[src/rtl/iow_pkg.sv]
package iow_pkg;

  // sequencer phase
  typedef enum logic [0:0] {
    PH_IDLE   = 1'b0,
    PH_ACTIVE = 1'b1
  } phase_t;

  // accepted request
  typedef struct packed {
    logic [10:0] addr;
    logic        rd;
    logic        wr;
  } io_req_t;

endpackage

[src/rtl/iow_cfg_regs.sv]
module iow_cfg_regs #(
  parameter int NUM_REGIONS = 4,
  parameter int WAIT_W      = 3,
  parameter int RESET_WAIT  = 7,
  localparam int IDX_W      = $clog2(NUM_REGIONS)
) (
  input  logic                          clk,
  input  logic                          rst,
  input  logic                          we,
  input  logic [IDX_W-1:0]              idx,
  input  logic [WAIT_W-1:0]             wdata,
  output logic [NUM_REGIONS*WAIT_W-1:0] flat
);

  logic [WAIT_W-1:0] regs [NUM_REGIONS];

  for (genvar g = 0; g < NUM_REGIONS; g++) begin : g_reg
    always_ff @(posedge clk) begin
      if (rst)
        regs[g] <= WAIT_W'(RESET_WAIT);
      else if (we && (idx == IDX_W'(g)))
        regs[g] <= wdata;
    end
    assign flat[g*WAIT_W +: WAIT_W] = regs[g];
  end

  AST_CFG_WRITE: assert property (@(posedge clk) disable iff (rst)
    we |=> (regs[$past(idx)] == $past(wdata)));

  AST_CFG_HOLD: assert property (@(posedge clk) disable iff (rst)
    !we |=> $stable(flat));

endmodule

[src/rtl/iow_region_decode.sv]
module iow_region_decode #(
  parameter int ADDR_W      = 11,
  parameter int NUM_REGIONS = 4,
  parameter int WAIT_W      = 3,
  localparam int IDX_W      = $clog2(NUM_REGIONS)
) (
  input  logic [ADDR_W-1:0]             addr,
  input  logic [NUM_REGIONS*WAIT_W-1:0] cfg,
  output logic [IDX_W-1:0]              region,
  output logic [WAIT_W-1:0]             wait_val
);

  assign region = addr[ADDR_W-1 -: IDX_W];

  always_comb begin
    wait_val = '0;
    for (int i = 0; i < NUM_REGIONS; i++)
      if (region == IDX_W'(i))
        wait_val = cfg[i*WAIT_W +: WAIT_W];
  end

endmodule

[src/rtl/iow_seq.sv]
module iow_seq
  import iow_pkg::*;
#(
  parameter int WAIT_W = 3
) (
  input  logic              clk,
  input  logic              rst,
  input  logic              start,
  input  io_req_t           req,
  input  logic [WAIT_W-1:0] req_wait,
  output logic              sel,
  output logic              ready,
  output io_req_t           cur
);

  phase_t            phase;
  logic [WAIT_W-1:0] cnt;
  logic              accept;

  assign accept = start && (req.rd ^ req.wr) && (phase == PH_IDLE);
  assign sel    = (phase == PH_ACTIVE);

  always_ff @(posedge clk) begin
    if (rst) begin
      phase <= PH_IDLE;
      cnt   <= '0;
      ready <= 1'b0;
      cur   <= '0;
    end else if (accept) begin
      phase <= PH_ACTIVE;
      cnt   <= req_wait;
      ready <= (req_wait == '0);
      cur   <= req;
    end else if (phase == PH_ACTIVE) begin
      if (ready) begin
        phase  <= PH_IDLE;
        ready  <= 1'b0;
        cur.rd <= 1'b0;
        cur.wr <= 1'b0;
      end else begin
        cnt   <= cnt - 1'b1;
        ready <= (cnt == WAIT_W'(1));
      end
    end
  end

  AST_READY_IN_SEL: assert property (@(posedge clk) disable iff (rst)
    ready |-> sel);

  AST_SEL_DROP: assert property (@(posedge clk) disable iff (rst)
    ready |=> !sel);

  AST_STALL_HOLDS: assert property (@(posedge clk) disable iff (rst)
    (sel && !ready) |=> (sel && $stable(cur)));

  AST_BUSY_IGNORE: assert property (@(posedge clk) disable iff (rst)
    (sel && !ready && start) |=> $stable(cur));

  AST_ONE_STROBE: assert property (@(posedge clk) disable iff (rst)
    sel |-> (cur.rd ^ cur.wr));

endmodule

[src/rtl/io_wait_gen.sv]
module io_wait_gen
  import iow_pkg::*;
#(
  parameter int ADDR_W      = 11,
  parameter int NUM_REGIONS = 4,
  parameter int WAIT_W      = 3,
  parameter int RESET_WAIT  = 7,
  localparam int IDX_W      = $clog2(NUM_REGIONS),
  localparam int CFG_W      = NUM_REGIONS * WAIT_W
) (
  input  logic              clk,
  input  logic              rst,
  input  logic              acc_start,
  input  logic              acc_rd,
  input  logic              acc_wr,
  input  logic [ADDR_W-1:0] acc_addr,
  input  logic              cfg_we,
  input  logic [IDX_W-1:0]  cfg_idx,
  input  logic [WAIT_W-1:0] cfg_wdata,
  output logic [CFG_W-1:0]  wait_cfg,
  output logic              io_sel,
  output logic              io_rd,
  output logic              io_wr,
  output logic [ADDR_W-1:0] io_addr,
  output logic              io_ready
);

  logic [IDX_W-1:0]  region;
  logic [WAIT_W-1:0] sel_wait;
  io_req_t           req, cur;

  assign req.addr = acc_addr;
  assign req.rd   = acc_rd;
  assign req.wr   = acc_wr;

  iow_cfg_regs #(.NUM_REGIONS(NUM_REGIONS), .WAIT_W(WAIT_W), .RESET_WAIT(RESET_WAIT)) u_cfg (
    .clk(clk), .rst(rst), .we(cfg_we), .idx(cfg_idx), .wdata(cfg_wdata), .flat(wait_cfg)
  );

  iow_region_decode #(.ADDR_W(ADDR_W), .NUM_REGIONS(NUM_REGIONS), .WAIT_W(WAIT_W)) u_dec (
    .addr(acc_addr), .cfg(wait_cfg), .region(region), .wait_val(sel_wait)
  );

  iow_seq #(.WAIT_W(WAIT_W)) u_seq (
    .clk(clk), .rst(rst), .start(acc_start), .req(req), .req_wait(sel_wait),
    .sel(io_sel), .ready(io_ready), .cur(cur)
  );

  assign io_addr = cur.addr;
  assign io_rd   = cur.rd;
  assign io_wr   = cur.wr;

  AST_IDLE_QUIET: assert property (@(posedge clk) disable iff (rst)
    (!io_sel && !(acc_start && (acc_rd ^ acc_wr))) |=> !io_sel);

  AST_SEL_ON_START: assert property (@(posedge clk) disable iff (rst)
    (!io_sel && acc_start && (acc_rd ^ acc_wr)) |=> (io_sel && io_addr == $past(acc_addr)));

  AST_REGION_RANGE: assert property (@(posedge clk) disable iff (rst)
    (region == acc_addr[ADDR_W-1 -: IDX_W]));

endmodule

[config.mk]
export PLATFORM = sky130hd
export DESIGN_NAME = io_wait_gen
export DESIGN_NICKNAME = d
export VERILOG_FILES = /design/src/rtl/iow_pkg.sv /design/src/rtl/iow_cfg_regs.sv /design/src/rtl/iow_region_decode.sv /design/src/rtl/iow_seq.sv /design/src/rtl/io_wait_gen.sv
export SDC_FILE = /design/constraint.sdc
export NUM_CORES = 1
export LEC_CHECK = 0
export ABC_AREA = 1
export ABC_CLOCK_PERIOD_IN_PS = 1700
export CAP_MARGIN = 20
export CORE_ASPECT_RATIO = 0.7
export CORE_MARGIN = 2
export CORE_UTILIZATION = 60
export DETAILED_ROUTE_END_ITERATION = 10
export DONT_BUFFER_PORTS = 1
export PLACE_DENSITY = 0.74
export SYNTH_ARGS = -nofsm -noshare
export SYNTH_HDL_FRONTEND = slang
export SYNTH_HIERARCHICAL = 1
export SYNTH_SLANG_ARGS = --single-unit
export TNS_END_PERCENT = 1
[constraint.sdc]
create_clock -name clk -period 1.7 [get_ports clk]
set_input_delay 0.17 -clock clk [delete_from_list [all_inputs] [get_ports clk]]
set_output_delay 0.17 -clock clk [all_outputs]
set_load 0.02 [all_outputs]
==> metrics.csv <==
metric,value,unit
status,"complete, no violations",
path_class,reg2reg,
h-tree-depth,2,
crit_required,1.93,ns
num_rows,15,
finalClockSkew,0.0115,ns
drt_iter0_markers,81,
die_h,45.9,um
clockBufferDepth,2,
hold_path.startpoint,acc_rd,
critical_path_arrival,1.67,ns
timing.final.hold_violations,0,
netSwitchingFraction,0.293,
fin_crit_sh,0.845,
fp.dieW,63.8,um
maxSlewViolCount,0,
tightest_slew,0.819,ns
combPwrFrac,0.148,
wl,3.30,mm
maxSlewHeadroom,0.452,
maxCapViolCount,0,
gp_congestion,0.818,
pwr-share-clk,0.276,
path_buf_inv,2,
endpoint_kind,register,
track_usage,0.247,
finalNetCount,210,
setup_viol,0,
synthCells,173,
grt_overflow_total,0,
fin_crit,1.44,ns
crit_family,buffers and inverters,
rsz0062_at_grt,false,
syn_area,0.00150,sq mm
hold_slack,0.0179,ns
wl_per_cell,14.9,um
avgSynthCellArea,8.69,sq um
grt_pass1_wl,5.29,mm
grt_pass1_vias,1062,
rr_startpoint,u_seq/sel$_SDFF_PP0_,
cts.sinks,30,
antenna_found_initial,0,
p_seq_frac,0.576,
synth_nets,197,
fillerInstances,199,
cpPeakStageDelay,0.41,ns
diodes,0,
worstPathCellList,"inv_2, nand4_4, inv_4, nand2_1, a21oi_1",
slowest_stage,dfxtp_1,
start_util,0.621,
ioPinCount,49,
portBuffers,0,
drc_errors,0,
core-area,0.00242,sq mm
p_int,1100,uW
cts_root_buffer,clkbuf_4,
dp_hpwl,2.26,mm
leakagePower,0.000641,uW
vdd_drop_max,0.607,mV
powerDensity,927,mW/mm^2
cts_resized,0,
cts.clk_slew.worst_paths,0.08,ns
antenna_left,0,
clkLatencyLatePin,0.32,ns
startpoint,u_seq/sel$_SDFF_PP0_,
final.setup.tns,0,ns
min-delay-path-class,in2reg,
layout-drive-gt1-share,0.203,
cts_tree,done,
vias,1186,
p_sw,455,uW
syn_to_final_growth,11.4,%
critPathLaunchType,register,
yosysWarnings,6,
cts_made_buffers,5,
vias_per_cell,5.37,
die_area,0.00293,sq mm
dr.pass1.iters,5,
grt_max_degree,20,
path_max_fanout,19,
fmax,0.696,GHz
## final cells by class
class                      instances  area, sq um  share of cell area
clock buffer                       8         58.8              0.0351
sequential                        30          721               0.430
tap                               34         42.5              0.0254
multi-input combinational        116          638               0.381
timing repair buffer              14          140              0.0837
inverter                          19         73.8              0.0441
## worst paths after layout
check,slack (ns),depth (start not counted),end
worst max-delay path,0.26,5,u_seq/cur[1]$_SDFFE_PP0P_
worst min-delay path,0.02,2,u_seq/cur[1]$_SDFFE_PP0P_
worst max register to register,0.26,5,u_seq/cur[1]$_SDFFE_PP0P_
worst min register to register,0.50,2,u_seq/cnt[0]$_SDFFE_PP0P_
## layout by cell type, fill, tap and decap left out
| master | count |
|---|---|
| nand3_1 | 19 |
| clkbuf_1 | 2 |
| nand2_2 | 11 |
| clkbuf_8 | 1 |
| ha_1 | 2 |
| nor2_4 | 2 |
| inv_1 | 14 |
| edfxtp_1 | 12 |
| nand4_4 | 1 |
| inv_4 | 1 |
| dlygate4sd3_1 | 14 |
| dfxtp_1 | 18 |
| nor3_1 | 1 |
| nor2_1 | 8 |
| a21oi_2 | 10 |
| inv_2 | 4 |
| clkbuf_4 | 5 |
| xor2_1 | 1 |
| nor2_2 | 2 |
| nand2_1 | 42 |
| a21oi_1 | 5 |
| nand3_2 | 1 |
| nand4_1 | 9 |
| o21ai_0 | 1 |
| o21a_1 | 1 |
## power groups by stage
stage / Clock, uW / Sequential, uW / Combinational (uW)
after global routing: 474 / 898 / 261
after floorplan: 0 / 896 / 193
after CTS: 438 / 894 / 225
final: 429 / 894 / 230
after detailed placement: 0 / 910 / 189
after global placement: 0 / 907 / 183
## stage by stage
step                cells  area [sq um]  power (uW)  setup WS (ns)   util
floorplan             173          1500        1090          0.560      -
global placement      199          1480        1090          0.357  0.609
detailed placement    199          1480        1100          0.294  0.609
CTS                   220          1660        1560          0.263  0.687
global route          221          1670        1630          0.132  0.691
finish                221          1670        1550          0.263  0.691
## state kept, by name, summed over array words and instances (netlist names)
name	flops
u_cfg/regs	12
u_seq/cnt	3
u_seq/cur	13
u_seq/sel	1
u_seq/ready	1
## worst reg2reg max path, stage by stage (launching register included)
cell and delay, ns:
dfxtp_1 0.41, inv_2 0.15, nand4_4 0.29, inv_4 0.30
nand2_1 0.08, a21oi_1 0.14
## routing by layer
| layer | track usage | up-vias | share of wire |
|---|---|---|---|
| met5 | 0 | - | 0 |
| li1 | - | 591 | - |
| met1 | 0.336 | 540 | 0.44 |
| met3 | 0.0866 | 5 | 0.082 |
| met4 | 0.0652 | 0 | 0.0094 |
| met2 | 0.377 | 50 | 0.46 |
## repair_timing
action	CTS	global route
buffers inserted	0	0
hold buffers	13	1
setup endpoints to repair	0	0
endpoints found under the hold margin	16	1
Power figures use the tool's default switching activity.
